## config.mk

```make
export PLATFORM = sky130hd
export DESIGN_NAME = pgperm_check
export DESIGN_NICKNAME = d
export VERILOG_FILES = /design/src/rtl/pgperm_pkg.sv /design/src/rtl/pgperm_page.sv /design/src/rtl/pgperm_key.sv /design/src/rtl/pgperm_fault.sv /design/src/rtl/pgperm_check.sv
export SDC_FILE = /design/constraint.sdc
export NUM_CORES = 1
export LEC_CHECK = 0
export ABC_AREA = 1
export BUFFER_PORTS_ARGS = -buffer_cell sky130_fd_sc_hd__buf_2
export CAP_MARGIN = 20
export CORE_MARGIN = 4
export CORE_UTILIZATION = 38
export CTS_CLUSTER_DIAMETER = 80
export DETAILED_ROUTE_END_ITERATION = 12
export PLACE_DENSITY = 0.73
export SLEW_MARGIN = 0
export SYNTH_ARGS = -nofsm -noshare
export SYNTH_HDL_FRONTEND = slang
export SYNTH_HIERARCHICAL = 1
export SYNTH_SLANG_ARGS = --single-unit
```

## constraint.sdc

```tcl
create_clock -name clk -period 0.8 [get_ports clk]
set_input_delay 0.12 -clock clk [delete_from_list [all_inputs] [get_ports clk]]
set_output_delay 0.12 -clock clk [all_outputs]
set_load 0.02 [all_outputs]
```

## src/rtl/pgperm_pkg.sv

```systemverilog
package pgperm_pkg;

    typedef enum logic [1:0] {
        ACC_READ  = 2'd0,
        ACC_WRITE = 2'd1,
        ACC_FETCH = 2'd2,
        ACC_RSVD  = 2'd3
    } acc_e;

    typedef enum logic [1:0] {
        PRV_USER  = 2'd0,
        PRV_SUPV  = 2'd1,
        PRV_GUARD = 2'd2,
        PRV_RSVD  = 2'd3
    } prv_e;

    localparam int PERM_W = 3;
    localparam int PB_RD  = 0;
    localparam int PB_WR  = 1;
    localparam int PB_EX  = 2;

    localparam int FC_W     = 6;
    localparam int FC_PROT  = 0;
    localparam int FC_WRITE = 1;
    localparam int FC_USER  = 2;
    localparam int FC_FETCH = 4;
    localparam int FC_KEY   = 5;

    typedef struct packed {
        logic              vld;
        logic              allow;
        logic [PERM_W-1:0] perm;
        logic [FC_W-1:0]   code;
    } rsp_t;

endpackage

```

## src/rtl/pgperm_page.sv

```systemverilog
module pgperm_page
    import pgperm_pkg::*;
(
    input  logic              pte_user,
    input  logic              pte_write,
    input  logic              pte_nx,
    input  prv_e              priv,
    input  logic              wp_en,
    input  logic              nx_en,
    input  logic              xprev_en,
    output logic              sup_block,
    output logic [PERM_W-1:0] page_perm
);
    logic is_user;
    logic guarded;
    logic rd_ok;
    logic wr_ok;
    logic ex_ok;
    logic no_exec;

    always_comb begin
        is_user   = (priv == PRV_USER);
        guarded   = (priv == PRV_GUARD);
        no_exec   = pte_nx & nx_en;
        sup_block = is_user & ~pte_user;
        rd_ok     = ~(guarded & pte_user);
        wr_ok     = rd_ok & (pte_write | (~is_user & ~wp_en));
        ex_ok     = ~no_exec & (is_user | ~xprev_en | ~pte_user);
        page_perm = '0;
        if (!sup_block) begin
            page_perm[PB_RD] = rd_ok;
            page_perm[PB_WR] = wr_ok;
            page_perm[PB_EX] = ex_ok;
        end
    end
endmodule

```

## src/rtl/pgperm_key.sv

```systemverilog
module pgperm_key
    import pgperm_pkg::*;
#(
    parameter int KEY_W = 4
) (
    input  logic                          pkey_en,
    input  logic                          long_mode,
    input  logic                          pte_user,
    input  logic                          is_user,
    input  logic                          wp_en,
    input  logic [KEY_W-1:0]              key,
    input  logic [2*(1<<KEY_W)-1:0]       rights,
    output logic                          keys_active,
    output logic [PERM_W-1:0]             key_perm
);
    localparam int NUM_KEYS = 1 << KEY_W;

    logic [NUM_KEYS-1:0] ad_vec;
    logic [NUM_KEYS-1:0] wd_vec;
    logic                ad_sel;
    logic                wd_sel;

    for (genvar k = 0; k < NUM_KEYS; k++) begin : g_split
        assign ad_vec[k] = rights[2*k];
        assign wd_vec[k] = rights[2*k+1];
    end

    always_comb begin
        ad_sel      = ad_vec[key];
        wd_sel      = wd_vec[key];
        keys_active = pkey_en & long_mode & pte_user & (|rights);
        key_perm    = '1;
        if (keys_active) begin
            if (ad_sel) begin
                key_perm[PB_RD] = 1'b0;
                key_perm[PB_WR] = 1'b0;
            end else if (wd_sel && (is_user || wp_en)) begin
                key_perm[PB_WR] = 1'b0;
            end
        end
    end
endmodule

```

## src/rtl/pgperm_fault.sv

```systemverilog
module pgperm_fault
    import pgperm_pkg::*;
(
    input  acc_e              acc,
    input  logic              is_user,
    input  logic              sup_block,
    input  logic [PERM_W-1:0] final_perm,
    input  logic [PERM_W-1:0] key_perm,
    input  logic              nx_en,
    input  logic              wide_pte,
    input  logic              xprev_en,
    output logic              allow,
    output logic [FC_W-1:0]   code
);
    logic need_rd;
    logic need_wr;
    logic need_ex;
    logic key_hit;

    always_comb begin
        need_rd = (acc == ACC_READ);
        need_wr = (acc == ACC_WRITE);
        need_ex = ~need_rd & ~need_wr;
        allow   = (need_rd & final_perm[PB_RD])
                | (need_wr & final_perm[PB_WR])
                | (need_ex & final_perm[PB_EX]);
        key_hit = ~sup_block & ((need_rd & ~key_perm[PB_RD])
                              | (need_wr & ~key_perm[PB_WR])
                              | (need_ex & ~key_perm[PB_EX]));
        code = '0;
        if (!allow) begin
            code[FC_PROT]  = 1'b1;
            code[FC_WRITE] = need_wr;
            code[FC_USER]  = is_user;
            code[FC_FETCH] = (acc == ACC_FETCH) & ((nx_en & wide_pte) | xprev_en);
            code[FC_KEY]   = key_hit;
        end
    end
endmodule

```

## src/rtl/pgperm_check.sv

```systemverilog
module pgperm_check
    import pgperm_pkg::*;
#(
    parameter int KEY_W = 4
) (
    input  logic                    clk,
    input  logic                    rst_n,
    input  logic                    req_valid_i,
    input  logic                    pte_user_i,
    input  logic                    pte_write_i,
    input  logic                    pte_nx_i,
    input  logic [KEY_W-1:0]        pte_key_i,
    input  logic [1:0]              acc_type_i,
    input  logic [1:0]              priv_i,
    input  logic                    wp_en_i,
    input  logic                    nx_en_i,
    input  logic                    wide_pte_i,
    input  logic                    xprev_en_i,
    input  logic                    pkey_en_i,
    input  logic                    long_mode_i,
    input  logic [2*(1<<KEY_W)-1:0] key_rights_i,
    output logic                    rsp_valid_o,
    output logic                    allow_o,
    output logic [2:0]              perm_o,
    output logic [5:0]              fault_code_o
);
    acc_e              acc;
    prv_e              priv;
    logic              is_user;
    logic              sup_block;
    logic              keys_active;
    logic [PERM_W-1:0] page_perm;
    logic [PERM_W-1:0] key_perm;
    logic [PERM_W-1:0] final_perm;
    logic              allow_c;
    logic [FC_W-1:0]   code_c;
    rsp_t              rsp_d;
    rsp_t              rsp_q;

    assign acc     = acc_e'(acc_type_i);
    assign priv    = prv_e'(priv_i);
    assign is_user = (priv == PRV_USER);

    pgperm_page u_page (
        .pte_user  (pte_user_i),
        .pte_write (pte_write_i),
        .pte_nx    (pte_nx_i),
        .priv      (priv),
        .wp_en     (wp_en_i),
        .nx_en     (nx_en_i),
        .xprev_en  (xprev_en_i),
        .sup_block (sup_block),
        .page_perm (page_perm)
    );

    pgperm_key #(.KEY_W(KEY_W)) u_key (
        .pkey_en     (pkey_en_i),
        .long_mode   (long_mode_i),
        .pte_user    (pte_user_i),
        .is_user     (is_user),
        .wp_en       (wp_en_i),
        .key         (pte_key_i),
        .rights      (key_rights_i),
        .keys_active (keys_active),
        .key_perm    (key_perm)
    );

    assign final_perm = page_perm & key_perm;

    pgperm_fault u_fault (
        .acc        (acc),
        .is_user    (is_user),
        .sup_block  (sup_block),
        .final_perm (final_perm),
        .key_perm   (key_perm),
        .nx_en      (nx_en_i),
        .wide_pte   (wide_pte_i),
        .xprev_en   (xprev_en_i),
        .allow      (allow_c),
        .code       (code_c)
    );

    always_comb begin
        rsp_d     = rsp_q;
        rsp_d.vld = req_valid_i;
        if (req_valid_i) begin
            rsp_d.allow = allow_c;
            rsp_d.perm  = final_perm;
            rsp_d.code  = code_c;
        end
    end

    always_ff @(posedge clk or negedge rst_n) begin
        if (!rst_n) rsp_q <= '0;
        else        rsp_q <= rsp_d;
    end

    assign rsp_valid_o  = rsp_q.vld;
    assign allow_o      = rsp_q.allow;
    assign perm_o       = rsp_q.perm;
    assign fault_code_o = rsp_q.code;

    logic unused_ok;
    assign unused_ok = keys_active;
endmodule

```

==> metrics.md, run 1 <==
| Metric | Value |
|---|---|
| Status | complete, but fails checks |
| Violated checks | negative setup slack |
| Die Y | 62.9 um |
| DRT iter0 DRCs | 64 |
| Hold Crit Start | req_valid_i |
| #FFs+latches synth | 11 |
| Final WL | 3.78 mm |
| ANT nets after route | 0 |
| Psw | 0.000698 W |
| R2R cell count | 4 |
| Clk buf depth | 2 |
| CTS tree | built |
| Peak VDD IR | 0.000512 V |
| Vias in the first global route | 1420 |
| Crit start category | input port |
| WHS | 55.0 ps |
| Pwr dens | 1030 nW/um^2 |
| Synthesis warning total | 6 |
| Met1 Routed Length | 1.57 mm |
| Detail Placement HPWL | 2.66 mm |
| Clk_lat worst skew | 260 ps |
| WS Path Type | in -> reg |
| Top Layer Used | met4 |
| Layout cells sized above 1 | 0.420 |
| WP data required | 960 ps |
| RR Endpoint | fault_code_o[2] |
| Die ar. | 3960 sq um |
| DRC | 0 |
| Non-filler cells, final | 326 |
| Combinational fraction of design power | 0.493 |
| Critical Path End Type | flip-flop |
| Net Sw Frac | 0.347 |
| Initial antenna violation count | 0 |
| Overall die width | 62.9 um |
| Share of power burned in registers | 0.321 |
| Total power draw | 0.00201 W |
| Hold Path Stages | 1 |
| Grt ovf | 0 |
| Vias per cell | 4.81 |
| Count leader, synth | nand2_1 |
| Largest net degree at the start of global routing | 20 |
| RSZ-0062 raised after global routing | true |
| RD Place Congestion | 0.852 |
| Synth top cells by count | nand2_1, nand3_1, inv_1 |
| Mean post-synth cell area | 5.67 sq um |
| Met2 Routed Length | 1.91 mm |
| Hold Path Sink | rsp_valid_o |
| Setup TNS | -4180 ps |
| Placed instance count | 310 |
| EDFF count, synth | 0 |
| Max-cap viol count | 0 |
| Core Footprint | 2830 sq um |
| Starting density of the core | 0.405 |
| Hold WC Path Type | in -> reg |
| Post-route setup slack | -489 ps |
| Max H-tree Level | 1 |
| TritonCTS buffer count | 3 |
| # IOs | 63 |
| Gr usage total | 0.175 |
| Port-buffer cells | 62 |
| Top area cells in the synthesized netlist | nand2_1, dfrtp_1, nand3_1 |
| Syn Std Cell Area | 1150 sq um |
| WL met3 | 251 um |
| Syn_nets | 254 |
| Largest area contributor in the netlist | nand2_1 |
| Fin nets | 348 |
| Clock skew | 0 ps |
| Cell Rows | 19 |
| Root Driver | clkbuf_4 |
| Post-synthesis cell count | 202 |
| Fmax | 776 MHz |
| Critical Path AT | 1450 ps |
| First-pass GRT wire length | 5.79 mm |
| Area growth, synth to finish | 70.3% |
| Clock slew seen by the registers of the worst setup and hold paths | 70 ps |
| Finish-stage setup viols | 20 |
| Lkg Pwr | 1.14 nW |
| Final hold violations | 0 |
| Clock share of power | 0.186 |
| Worst r2r src | fault_code_o[2] |
| Fin crit share | 1.61 |
| Post-synth ARST share | 1.00 |
| Internal power | 0.00131 W |
| Vias | 1567 |
| Flop2flop setup slack | -70 ps |
| Clk sinks | 11 |
| Wire per inst | 11.6 um |
| Antenna cells | 0 |
| Post-synth cell types | 23 |
| Drt first pass iters | 4 |
| Synth top area share | 0.252 |
| Critical path fanouts, max | 4 |
| Pre-CTS worst setup slack | -797 ps |
| Post-synthesis sequential area ratio | 0.240 |
| Final worst path period need | 1290 ps |
| Primary FF master, synth | dfrtp_1 |
| Final Slew Violations | 0 |
==> cell families after synthesis <==
family | Yosys count | share of synthesized area
AOI/OAI and AO/OA | 7 | 0.0371
buffers and inverters | 38 | 0.163
DFF | 11 | 0.240
other | 2 | 0.00655
and+or+nand+nor | 144 | 0.553
==> per-stage QoR <==
stage / util / area [sq um]
4_1_cts: 0.646 / 1830
6_report: 0.690 / 1950
2_1_floorplan: - / 1150
5_1_grt: 0.690 / 1950
3_3_place_gp: 0.571 / 1610
3_5_place_dp: 0.571 / 1610
==> layout make-up <==
| cell class | instances | area (sq um) |
|---|---|---|
| Sequential cell | 11 | 275 |
| Clock buffer | 4 | 26.3 |
| Tap cell | 31 | 38.8 |
| Multi-Input combinational cell | 153 | 741 |
| Inverter | 32 | 130 |
| Timing Repair Buffer | 95 | 741 |
| Fill cell | 233 | 877 |
==> timing repair <==
item | 4_1_cts | 5_1_grt
buffers inserted | 4 | 5
hold buffers | 1 | 0
gates resized for setup | 41 | 11
cloned | 1 | 2
endpoints found under the hold margin | 11 | 0
pin swaps | 15 | 15
setup endpoints to repair | 19 | 20
==> per-layer routing <==
layer | up-vias | track usage
li1 | 813 | -
met1 | 676 | 0.233
met2 | 70 | 0.294
met3 | 8 | 0.00719
met4 | 0 | 0.0716
met5 | - | 0
==> worst max-delay path by stage <==
stage,cells after the start,end,from,slack [ps]
3_3_place_gp,19,fault_code_o[2],pte_key_i[0],-740
5_1_grt,16,fault_code_o[2],pte_key_i[0],-620
2_1_floorplan,16,fault_code_o[2],pte_key_i[0],-580
4_1_cts,19,fault_code_o[2],pte_key_i[0],-440
3_5_place_dp,15,fault_code_o[2],key_rights_i[1],-800
6_report,15,fault_code_o[2],key_rights_i[31],-490
==> cell usage in the layout, fill, tap and decap left out, drive strengths merged <==
cell type,instances
a21oi,3
buf,92
clkbuf,6
conb,2
dfrtp,11
dlygate4sd3,1
inv,32
nand2,78
nand3,34
nand3b,2
nand4,1
nor2,21
nor3,5
nor4,2
o21ai,4
or2,1
==> worst max-delay path, stage by stage <==
cell and delay [ps]:
buf_2 110, nor2_1 90, nand2_1 70, nor3_2 170, nand3_1 100, nor2_1 130, nor2_1 90, nand2_2 80
nand2_2 50, inv_2 80, nand3_4 80, nand3_4 100, nor2_1 50, nand2_1 60, nand2_1 60
==> state kept, by name, indices dropped and copies added (netlist names) <==
| name | cells |
|---|---|
| allow_o | 1 |
| rsp_valid_o | 1 |
| perm_o | 3 |
| fault_code_o | 6 |
==> power by group through the flow <==
stage	Combinational (W)	Clock [W]	Sequential (W)
after floorplan	0.000336	0	0.000710
after global placement	0.000746	0	0.000641
after detailed placement	0.000756	0	0.000644
after CTS	0.000891	0.000375	0.000645
after global routing	0.00109	0.000402	0.000653
final	0.000992	0.000373	0.000646
Note: power is estimated with default switching activity, not from simulation.
==> inputs of run 2 (changes only) <==
--- a/config.mk
+++ b/config.mk
@@ -6,13 +6,12 @@
 export NUM_CORES = 1
 export LEC_CHECK = 0
 export ABC_AREA = 1
-export BUFFER_PORTS_ARGS = -buffer_cell sky130_fd_sc_hd__buf_2
 export CAP_MARGIN = 20
 export CORE_MARGIN = 4
 export CORE_UTILIZATION = 38
 export CTS_CLUSTER_DIAMETER = 80
 export DETAILED_ROUTE_END_ITERATION = 12
-export PLACE_DENSITY = 0.73
+export DONT_BUFFER_PORTS = 1
 export SLEW_MARGIN = 0
 export SYNTH_ARGS = -nofsm -noshare
 export SYNTH_HDL_FRONTEND = slang
==> metrics.md, run 2 (synthesis results as in run 1) <==
| Metric | Value |
|---|---|
| Status | complete, but fails checks (unchanged) |
| Violated checks | negative hold slack, negative setup slack (was negative setup slack) |
| Antenna cells | 0 (unchanged) |
| Worst path max stage delay | 120 ps (was 170 ps) |
| DRT iter0 DRCs | 48 (was 64) |
| Vias in the first global route | 1183 (was 1420) |
| Psw | 0.000588 W (was 0.000698 W) |
| Hold WC Path Type | in -> reg (unchanged) |
| Fmax | 883 MHz (was 776 MHz) |
| Final Slew Violations | 0 (unchanged) |
| Gr usage total | 0.157 (was 0.175) |
| Cell area after layout | 1670 sq um (was 1950 sq um) |
| CP top delay family | simple AND/OR/NAND/NOR gates (unchanged) |
| Most frequent cells in the layout | nand2_1, inv_1, nand3_1, buf_4, nand2_2 (was nand2_1, buf_2, nand3_1, inv_1, buf_4) |
| Share of power burned in registers | 0.364 (was 0.321) |
| CTS tree | built (unchanged) |
| Drt first pass iters | 4 (unchanged) |
| # IOs | 63 (unchanged) |
| First-pass GRT wire length | 5.17 mm (was 5.79 mm) |
| Internal power | 0.00119 W (was 0.00131 W) |
| Top cell by count, worst path | nand2_1 (was nor2_1) |
| Worst r2r src | fault_code_o[0] (was fault_code_o[2]) |
| RSZ-0062 raised after global routing | true (unchanged) |
| Layout cells sized above 1 | 0.382 (was 0.420) |
| Grt ovf | 0 (unchanged) |
| Critical Path End Type | flip-flop (unchanged) |
| Vias | 1286 (was 1567) |
| Fin nets | 286 (was 348) |
| Starting density of the core | 0.405 (unchanged) |
| Critical Path AT | 1290 ps (was 1450 ps) |
| Port-buffer cells | 0 (was 62) |
| Post-route setup slack | -332 ps (was -489 ps) |
| Clock slew seen by the registers of the worst setup and hold paths | 70 ps (about the same) |
| Max reg flops | 6 (unchanged) |
| Max H-tree Level | 1 (unchanged) |
| Clock skew | 0 ps (unchanged) |
| Commonest non-fill, non-tap cell in the layout | nand2_1 (unchanged) |
| Overall die width | 62.9 um (unchanged) |
| Fillers | 283 (was 233) |
| Die ar. | 3960 sq um (unchanged) |
| Final worst path period need | 1130 ps (was 1290 ps) |
| ANT nets after route | 0 (unchanged) |
| WP data required | 960 ps (about the same) |
| Peak VDD IR | 0.000491 V (was 0.000512 V) |
| Hold Crit Start | req_valid_i (unchanged) |
| Clk sinks | 11 (unchanged) |
| Total power draw | 0.00178 W (was 0.00201 W) |
| Detail Placement HPWL | 2.34 mm (was 2.66 mm) |
| Max-cap viol count | 0 (unchanged) |
| Initial antenna violation count | 0 (unchanged) |
| Core Footprint | 2830 sq um (unchanged) |
| Final hold violations | 10 (was 0) |
| Lkg Pwr | 0.884 nW (was 1.14 nW) |
| Setup TNS | -2990 ps (was -4180 ps) |
| Clk buf depth | 2 (unchanged) |
| Crit start category | input port (unchanged) |
| WP buf/inv | 3 (was 2) |
| Cell Rows | 19 (unchanged) |
| Combinational fraction of design power | 0.429 (was 0.493) |
| Root Driver | clkbuf_4 (unchanged) |
| Clock share of power | 0.207 (was 0.186) |
| Clk_lat worst skew | 260 ps (about the same) |
| Crit path cell chain | inv_16 -> buf_8 -> nand2_1 -> nand3_1 -> nand3_1 -> nand3_1 -> nand2_1 -> nand2_1 -> nand2_2 -> nand2_2 -> inv_2 -> nand3_4 -> nand3_4 -> nor2_2 -> nand2_1 -> nand2_1 (was buf_2 -> nor2_1 -> nand2_1 -> nor3_2 -> nand3_1 -> nor2_1 -> nor2_1 -> nand2_2 -> nand2_2 -> inv_2 -> nand3_4 -> nand3_4 -> nor2_1 -> nand2_1 -> nand2_1) |
| CP Launch Point | pte_key_i[0] (was key_rights_i[31]) |
| Hold buffers post-CTS | 1 (unchanged) |
| Area growth, synth to finish | 45.4% (was 70.3%) |
| Largest net degree at the start of global routing | 21 (was 20) |
| Finish-stage setup viols | 19 (was 20) |
| Vias per cell | 4.87 (was 4.81) |
| Die Y | 62.9 um (unchanged) |
| Pwr dens | 1070 nW/um^2 (was 1030 nW/um^2) |
| WS Path Type | in -> reg (unchanged) |
| Slowest cell on crit path | buf_8 (was nor3_2) |
| Area after DPL | 1270 sq um (was 1610 sq um) |
| Net Sw Frac | 0.330 (was 0.347) |
| RD Place Congestion | 0.825 (was 0.852) |
| Critical path fanouts, max | 20 (was 4) |
| Fin crit share | 1.42 (was 1.61) |
| Wire per inst | 12.1 um (was 11.6 um) |
| Final WL | 3.20 mm (was 3.78 mm) |
| WHS | -121 ps (was 55.0 ps) |
| DRC | 0 (unchanged) |
| TritonCTS buffer count | 3 (unchanged) |
[run 2: cell types whose count changed in the layout (fill, tap and decap cells not counted), moves of 5 or more]
| cell | change |
|---|---|
| buf_2 | -48 |
| nand3_1 | -9 |
| nand2_1 | -7 |
| nand3_2 | +9 |
| nor2_1 | -7 |
| buf_4 | -7 |
| nor2_4 | +5 |
| nand2_2 | +6 |
[run 2: worst register-to-register path, delay by kind of cell (launching register included)]
family / cells / cell delay (ps)
buffers and inverters: 2 / 260
DFF: 1 / 400
and+or+nand+nor: 2 / 110
[run 2: final timing paths]
kind,endpoint,slack (ps),depth (start not counted)
setup / recovery,fault_code_o[2],-330,16
hold / removal,rsp_valid_o,-120,0
setup reg to reg,fault_code_o[0],-70,4
hold reg to reg,fault_code_o[5],500,2
max in group asynchronous,perm_o[2],220,1
min in group asynchronous,fault_code_o[2],250,1
[run 2: layer usage]
layer,share of wire,global-route usage
met5,0,0
met1,0.45,0.225
met4,0.0044,0.0468
met3,0.078,0.0360
met2,0.47,0.232
[run 2: metrics by stage]
step           hold WS, ps  utilization  setup WS, ps  instances
2_1_floorplan         -176            -          -583        202
3_3_place_gp          -175        0.449          -611        247
3_5_place_dp          -175        0.449          -626        247
4_1_cts               -123        0.518          -286        258
5_1_grt               -139        0.589          -462        264
6_report              -121        0.589          -332        264
[run 2: power by group through the flow]
stage	sequential [W]	combinational (W)	clock [W]
2_1_floorplan	0.000710	0.000336	0
3_3_place_gp	0.000648	0.000525	0
3_5_place_dp	0.000649	0.000527	0
4_1_cts	0.000646	0.000644	0.000373
5_1_grt	0.000655	0.000848	0.000410
6_report	0.000648	0.000764	0.000370
[run 2: cell type report]
cell class / instances / area [sq um] / share of cell area
clock buffers: 4 / 26.3 / 0.0158
inverters: 32 / 139 / 0.0833
multi-input cells: 153 / 881 / 0.529
flip-flops and latches: 11 / 275 / 0.165
well taps: 31 / 38.8 / 0.0233
repair buffers: 33 / 307 / 0.184
[run 2: what timing repair did]
| item | 4_1_cts | 5_1_grt |
|---|---|---|
| buffers inserted | 6 | 6 |
| endpoints found under the hold margin | 20 | 9 |
| gates resized for setup | 32 | 39 |
| endpoints found under the setup margin | 18 | 19 |
| pin swaps | 13 | 24 |
